===== config.mk =====
export PLATFORM = sky130hd
export DESIGN_NAME = flash_seq_engine
export DESIGN_NICKNAME = d
export VERILOG_FILES = /design/src/rtl/flash_seq_engine.sv
export SDC_FILE = /design/constraint.sdc
export NUM_CORES = 2
export LEC_CHECK = 0
export BUFFER_PORTS_ARGS = -buffer_cell sky130_fd_sc_hd__clkbuf_2
export CAP_MARGIN = 10
export CELL_PAD_IN_SITES_DETAIL_PLACEMENT = 1
export CELL_PAD_IN_SITES_GLOBAL_PLACEMENT = 2
export CORE_MARGIN = 1
export CORE_UTILIZATION = 38
export CTS_CLUSTER_DIAMETER = 30
export DETAILED_ROUTE_END_ITERATION = 8
export PLACE_DENSITY_LB_ADDON = 0.1
export SYNTH_ARGS = -nofsm -noshare
export SYNTH_HDL_FRONTEND = slang
export SYNTH_SLANG_ARGS = --single-unit

===== constraint.sdc =====
create_clock -name clk -period 3.3 [get_ports clk]
set_input_delay 0.66 -clock clk [delete_from_list [all_inputs] [get_ports clk]]
set_output_delay 0.66 -clock clk [all_outputs]
set_load 0.01 [all_outputs]

===== src/rtl/flash_seq_engine.sv =====
module flash_seq_engine #(
  parameter int DATA_WORDS = 16,
  parameter int FLA_W      = 25,
  parameter logic [1:0] ERASE_GRAN = 2'd1,
  parameter logic [7:0] ERASE_OP   = 8'h20
) (
  input  logic                          clk,
  input  logic                          rst_n,
  input  logic                          reg_we,
  input  logic [$clog2(DATA_WORDS):0]   reg_addr,
  input  logic [31:0]                   reg_wdata,
  output logic [31:0]                   reg_rdata,
  output logic                          fl_req,
  output logic [7:0]                    fl_tx,
  output logic                          fl_end,
  input  logic                          fl_ack,
  input  logic [7:0]                    fl_rx
);
  localparam int NBYTES = DATA_WORDS * 4;
  localparam int CNT_W  = $clog2(NBYTES);
  localparam int WIX_W  = $clog2(DATA_WORDS);
  localparam int RA_W   = WIX_W + 1;

  typedef enum logic [2:0] {ST_IDLE, ST_WREN, ST_CMD, ST_DATA, ST_POLL_OP, ST_POLL_RD} st_t;

  st_t               state;
  logic [1:0]        cyc;
  logic [CNT_W-1:0]  nm1, cnt;
  logic [1:0]        acnt;
  logic [FLA_W-1:0]  fla;
  logic [7:0]        mem [NBYTES];
  logic              st_done, st_err, st_ael, st_lock;

  wire busy   = state != ST_IDLE;
  wire hs     = fl_req && fl_ack;
  wire wr_ctl = reg_we && reg_addr == RA_W'(0);
  wire wr_sts = reg_we && reg_addr == RA_W'(1);
  wire wr_fla = reg_we && reg_addr == RA_W'(2);
  wire wr_buf = reg_we && reg_addr[RA_W-1];
  wire [WIX_W-1:0] wix = reg_addr[WIX_W-1:0];

  wire [1:0]       w_cyc = reg_wdata[2:1];
  wire [CNT_W-1:0] w_nm1 = reg_wdata[8 +: CNT_W];
  wire [8:0]       span  = {1'b0, fla[7:0]} + 9'(w_nm1);
  wire go        = wr_ctl && reg_wdata[0] && !busy;
  wire bad_code  = w_cyc == 2'd1;
  wire bad_range = (w_cyc != 2'd3) && span[8];
  wire start_ok  = go && !bad_code && !bad_range;

  wire last_data = cnt == nm1;
  wire set_done  = hs && ((state == ST_DATA && last_data && cyc == 2'd0) ||
                          (state == ST_POLL_RD && !fl_rx[0]));
  wire set_err   = go && (bad_code || bad_range);
  wire set_ael   = go && bad_code;

  logic [7:0] op;
  always_comb begin
    case (cyc)
      2'd0:    op = 8'h03;
      2'd2:    op = 8'h02;
      default: op = ERASE_OP;
    endcase
  end

  assign fl_req = busy;
  always_comb begin
    fl_tx  = 8'h00;
    fl_end = 1'b0;
    case (state)
      ST_WREN: begin fl_tx = 8'h06; fl_end = 1'b1; end
      ST_CMD: begin
        case (acnt)
          2'd0: fl_tx = op;
          2'd1: fl_tx = fla[23:16];
          2'd2: fl_tx = fla[15:8];
          default: fl_tx = fla[7:0];
        endcase
        fl_end = (cyc == 2'd3) && (acnt == 2'd3);
      end
      ST_DATA: begin
        fl_tx  = (cyc == 2'd0) ? 8'h00 : mem[cnt];
        fl_end = last_data;
      end
      ST_POLL_OP: fl_tx = 8'h05;
      ST_POLL_RD: fl_end = 1'b1;
      default: ;
    endcase
  end

  always_ff @(posedge clk or negedge rst_n) begin
    if (!rst_n) begin
      state <= ST_IDLE;
      cnt   <= '0;
      acnt  <= '0;
    end else begin
      case (state)
        ST_IDLE: if (start_ok) begin
          state <= (w_cyc == 2'd0) ? ST_CMD : ST_WREN;
          acnt  <= '0;
          cnt   <= '0;
        end
        ST_WREN: if (hs) state <= ST_CMD;
        ST_CMD: if (hs) begin
          if (acnt == 2'd3) state <= (cyc == 2'd3) ? ST_POLL_OP : ST_DATA;
          acnt <= acnt + 2'd1;
        end
        ST_DATA: if (hs) begin
          if (last_data) state <= (cyc == 2'd0) ? ST_IDLE : ST_POLL_OP;
          cnt <= cnt + 1'b1;
        end
        ST_POLL_OP: if (hs) state <= ST_POLL_RD;
        ST_POLL_RD: if (hs) state <= fl_rx[0] ? ST_POLL_OP : ST_IDLE;
        default: state <= ST_IDLE;
      endcase
    end
  end

  always_ff @(posedge clk or negedge rst_n) begin
    if (!rst_n) begin
      cyc <= '0;
      nm1 <= '0;
      fla <= '0;
    end else begin
      if (wr_ctl && !busy) begin
        cyc <= w_cyc;
        nm1 <= w_nm1;
      end
      if (wr_fla) fla <= reg_wdata[FLA_W-1:0];
    end
  end

  always_ff @(posedge clk or negedge rst_n) begin
    if (!rst_n) begin
      st_done <= 1'b0;
      st_err  <= 1'b0;
      st_ael  <= 1'b0;
      st_lock <= 1'b0;
    end else begin
      st_done <= (st_done & ~(wr_sts & reg_wdata[0])) | set_done;
      st_err  <= (st_err  & ~(wr_sts & reg_wdata[1])) | set_err;
      st_ael  <= (st_ael  & ~(wr_sts & reg_wdata[2])) | set_ael;
      st_lock <= st_lock | (wr_sts & reg_wdata[15]);
    end
  end

  always_ff @(posedge clk or negedge rst_n) begin
    if (!rst_n) begin
      for (int i = 0; i < NBYTES; i++) mem[i] <= 8'h00;
    end else begin
      if (wr_buf)
        for (int l = 0; l < 4; l++) mem[{wix, 2'(l)}] <= reg_wdata[8*l +: 8];
      if (hs && state == ST_DATA && cyc == 2'd0)
        mem[cnt] <= fl_rx;
    end
  end

  always_comb begin
    reg_rdata = '0;
    if (reg_addr[RA_W-1]) begin
      for (int l = 0; l < 4; l++) reg_rdata[8*l +: 8] = mem[{wix, 2'(l)}];
    end else begin
      case (reg_addr[WIX_W-1:0])
        WIX_W'(0): begin
          reg_rdata[2:1]        = cyc;
          reg_rdata[8 +: CNT_W] = nm1;
        end
        WIX_W'(1): reg_rdata[15:0] = {st_lock, 9'b0, busy, ERASE_GRAN, st_ael, st_err, st_done};
        WIX_W'(2): reg_rdata[FLA_W-1:0] = fla;
        default: ;
      endcase
    end
  end
endmodule



==> flow_metrics.py <==
metrics = {
    "cts": {
        "clk_latency_ns": 0.77,
        "cts-buffers-inserted": 165,
        "h-tree-depth": 4,
        "cts_tree": "built",
        "clk_pin_slew_worst_paths_ns": 0.04,
        "cts_buffer_depth": 3,
        "cts.sinks": 560,
        "cts_root_buf": "clkbuf_16",
    },
    "finish": {
        "mostFrequentLayoutCells": "mux2i_1 (573), nor2_1 (538), a21oi_1 (515)",
        "drive_above_1_share": 0.3324,
        "utilization": 0.5067,
        "nets": 3822,
        "multiInputGateArea_um2": 20260,
        "register_area_um2": 14120,
        "final_common_cell": "mux2i_1",
        "syn_to_final_growth_pct": 32.06,
        "fillerInstances": 9669,
    },
    "floorplanning": {
        "io_pins": 91,
        "core_um2": 91520,
        "die-height_um": 306.0,
        "die_area_um2": 93620,
        "start_util": 0.3836,
        "num_rows": 111,
        "die_x_um": 306.0,
    },
    "setup_path": {
        "cp.required_ns": 2.64,
        "worstSetupStartpointType": "flop",
        "path_class": "flop to output port",
        "path_cells": "buf_12, buf_12, buf_4, bufbuf_16, mux2i_1, a22oi_1, nand3_1, a41o_1, o211ai_1, buf_2",
        "end_kind": "output port",
        "worst_path_most_repeated_cell": "buf_12",
        "cpPeakStageDelay_ns": 0.50,
        "critPathMaxFanout": 11,
        "arrival_ns": 3.41,
        "slowest_stage": "dfrtp_4",
    },
    "global_routing": {
        "gr-usage-met3": 0.1304,
        "grt_pass1_vias": 34203,
        "grt_usage": 0.4462,
        "antenna_found_initial": 23,
        "grt_pass1_wl_um": 287500,
        "grt.overflow.total": 0,
        "grt_use_met2": 0.6171,
        "busiest_layer": "met1",
        "gr-usage-met1": 0.6251,
        "grt_start_max_net_pins": 107,
    },
    "timing": {
        "fin_hold_ws_ns": 0.2883,
        "min_period_ns": 4.073,
        "hold_viol_final": 0,
        "period_share": 1.234,
        "fmax_ghz": 0.2455,
        "setup_slack_ns": -0.7728,
        "setup_violations": 38,
        "tightest_slew_ns": 1.056,
        "slew_headroom": 0.2960,
        "grt_setup_unrepaired": "true",
        "fin_worst_skew_ns": 0.02028,
        "slew_violations": 0,
    },
    "synthesis": {
        "seq_area_frac_synth": 0.3991,
        "synthesis.nets": 3508,
        "synth.avg_cell_area_um2": 10.18,
        "ys_async_sr_fraction": 1.000,
        "syn_area_um2": 35110,
        "synth_top_area_frac": 0.3991,
        "synth-seq-cells": 560,
        "yosys.area.top_type": "dfrtp_1",
        "synth_area_leaders": "dfrtp_1 (40%), mux2i_1 (17%), mux4_2 (13%), a21oi_1 (7.5%), nor2_1 (6.0%)",
        "syn_inst": 3449,
        "yosysWarnings": 0,
        "synthFlopType": "dfrtp_1",
        "synth_edf_count": 0,
        "ys_types": 69,
    },
    "pwr": {
        "leakage_nw": 19.56,
        "vdd_drop_max_v": 0.0005533,
        "power.total_mw": 48.28,
        "power_density_nw_per_um2": 1041,
    },
    "routing": {
        "via_per_inst": 6.732,
        "wire_per_inst_um": 41.03,
        "drtPass1Iterations": 6,
        "routed_wl_um": 208800,
        "vias": 34266,
        "ant_nets": 0,
        "drc_errors": 0,
        "drt_iter0_markers": 4938,
    },
    "place": {
        "portBuffers": 90,
        "dp_slack_ns": -0.4516,
        "place_congestion": 1.087,
        "dp_hpwl_um": 151700,
    },
    "worst_hold_path": {
        "hold_path_class": "input port to flop",
    },
    "run_status": {
        "status": "finished with violations",
        "violations": "negative setup slack",
    },
    "flow_run": {
        "cap_violations": 0,
    },
}
-- routing by layer --
metal  part of all wire  routed length [µm]  vias up
li1                   -                   -    13347
met1               0.42               86760    17917
met2               0.41               84700     2493
met3               0.12               24760      501
met4              0.060               12560        8
met5            0.00025                  53        -
-- synth_stat cells, types with 11 or more instances --
library cell    n
nand3_1        22
a22o_1         25
buf_1          30
a21oi_1       525
nand2b_1       12
nand2_1       150
buf_2         110
a221oi_1       51
clkbuf_1      214
dfrtp_1       560
nor2b_1        11
o21ai_0        74
mux2i_1       580
o22ai_1        21
nor2_1        557
inv_1          13
mux4_2        197
mux2_2         77
a22oi_1        41
-- critical path: cells and delay by family, from the launching register on --
kind            cells  cell delay [ns]
compound gates      3             0.58
simple gates        1             0.22
flops               1             0.50
buf+inv             5             0.92
mux                 1             0.41
-- cells by family (layout without fill, tap and decap cells) --
group	Yosys count	count (layout)	share of synthesized area
buffers and inverters	381	831	0.04636
flip-flops	560	560	0.3991
AND/OR/NAND/NOR	820	820	0.09682
multiplexers	855	855	0.3168
XOR/XNOR	10	10	0.002495
other	0	5	0
adder cells (fa/ha/maj)	10	10	0.003563
AO/OA/AOI/OAI	813	813	0.1348
-- where the power goes --
part           internal, mW  switching [mW]
combinational          8.17            10.1
sequential             9.37            4.38
clock                  11.2            5.05
total                  28.7            19.6
-- registers in the layout (all words and copies together), names as in the netlist --
signal	flops
cnt	6
state	3
st_ael	1
st_err	1
acnt	2
cyc	2
st_lock	1
nm1	6
fla	25
mem	512
st_done	1
-- through the flow --
stage | cell area (µm²) | instances | setup TNS [ns]
floorplan | 35110 | 3449 | 0
global placement | 39130 | 4734 | -8.034
detailed placement | 39130 | 4734 | -8.448
global route | 46360 | 5086 | -9.759
finish | 46370 | 5090 | -9.327
CTS | 46090 | 5081 | -8.654
-- cell type report --
class	count	area share
repair buffers	514	0.1018
clock buffers	231	0.1029
flip-flops and latches	560	0.3046
multi-input cells	2508	0.4368
diodes	5	0.0002698
inverters	14	0.001214
clock inverters	72	0.02043
well taps	1186	0.03200
-- repair_timing --
item	CTS	global route
setup endpoints to repair	41	50
hold buffers	1	0
resized for setup	223	74
cloned	3	0
buffers inserted	41	4
hold endpoints to repair	39	0
pin swaps	31	25
-- final timing paths --
check,start,endpoint,slack (ns),cells past startpoint
worst max-delay path,cnt[0],fl_tx[1],-0.77,10
worst min-delay path,fl_ack,state[2],0.29,3
worst max register to register,state[0],mem[413],0,8
worst min register to register,st_lock,st_lock,0.50,1
max in group asynchronous,rst_n,mem[53],1.68,3
min in group asynchronous,rst_n,mem[236],0.49,2
Note: power is estimated with default switching activity, not from simulation.
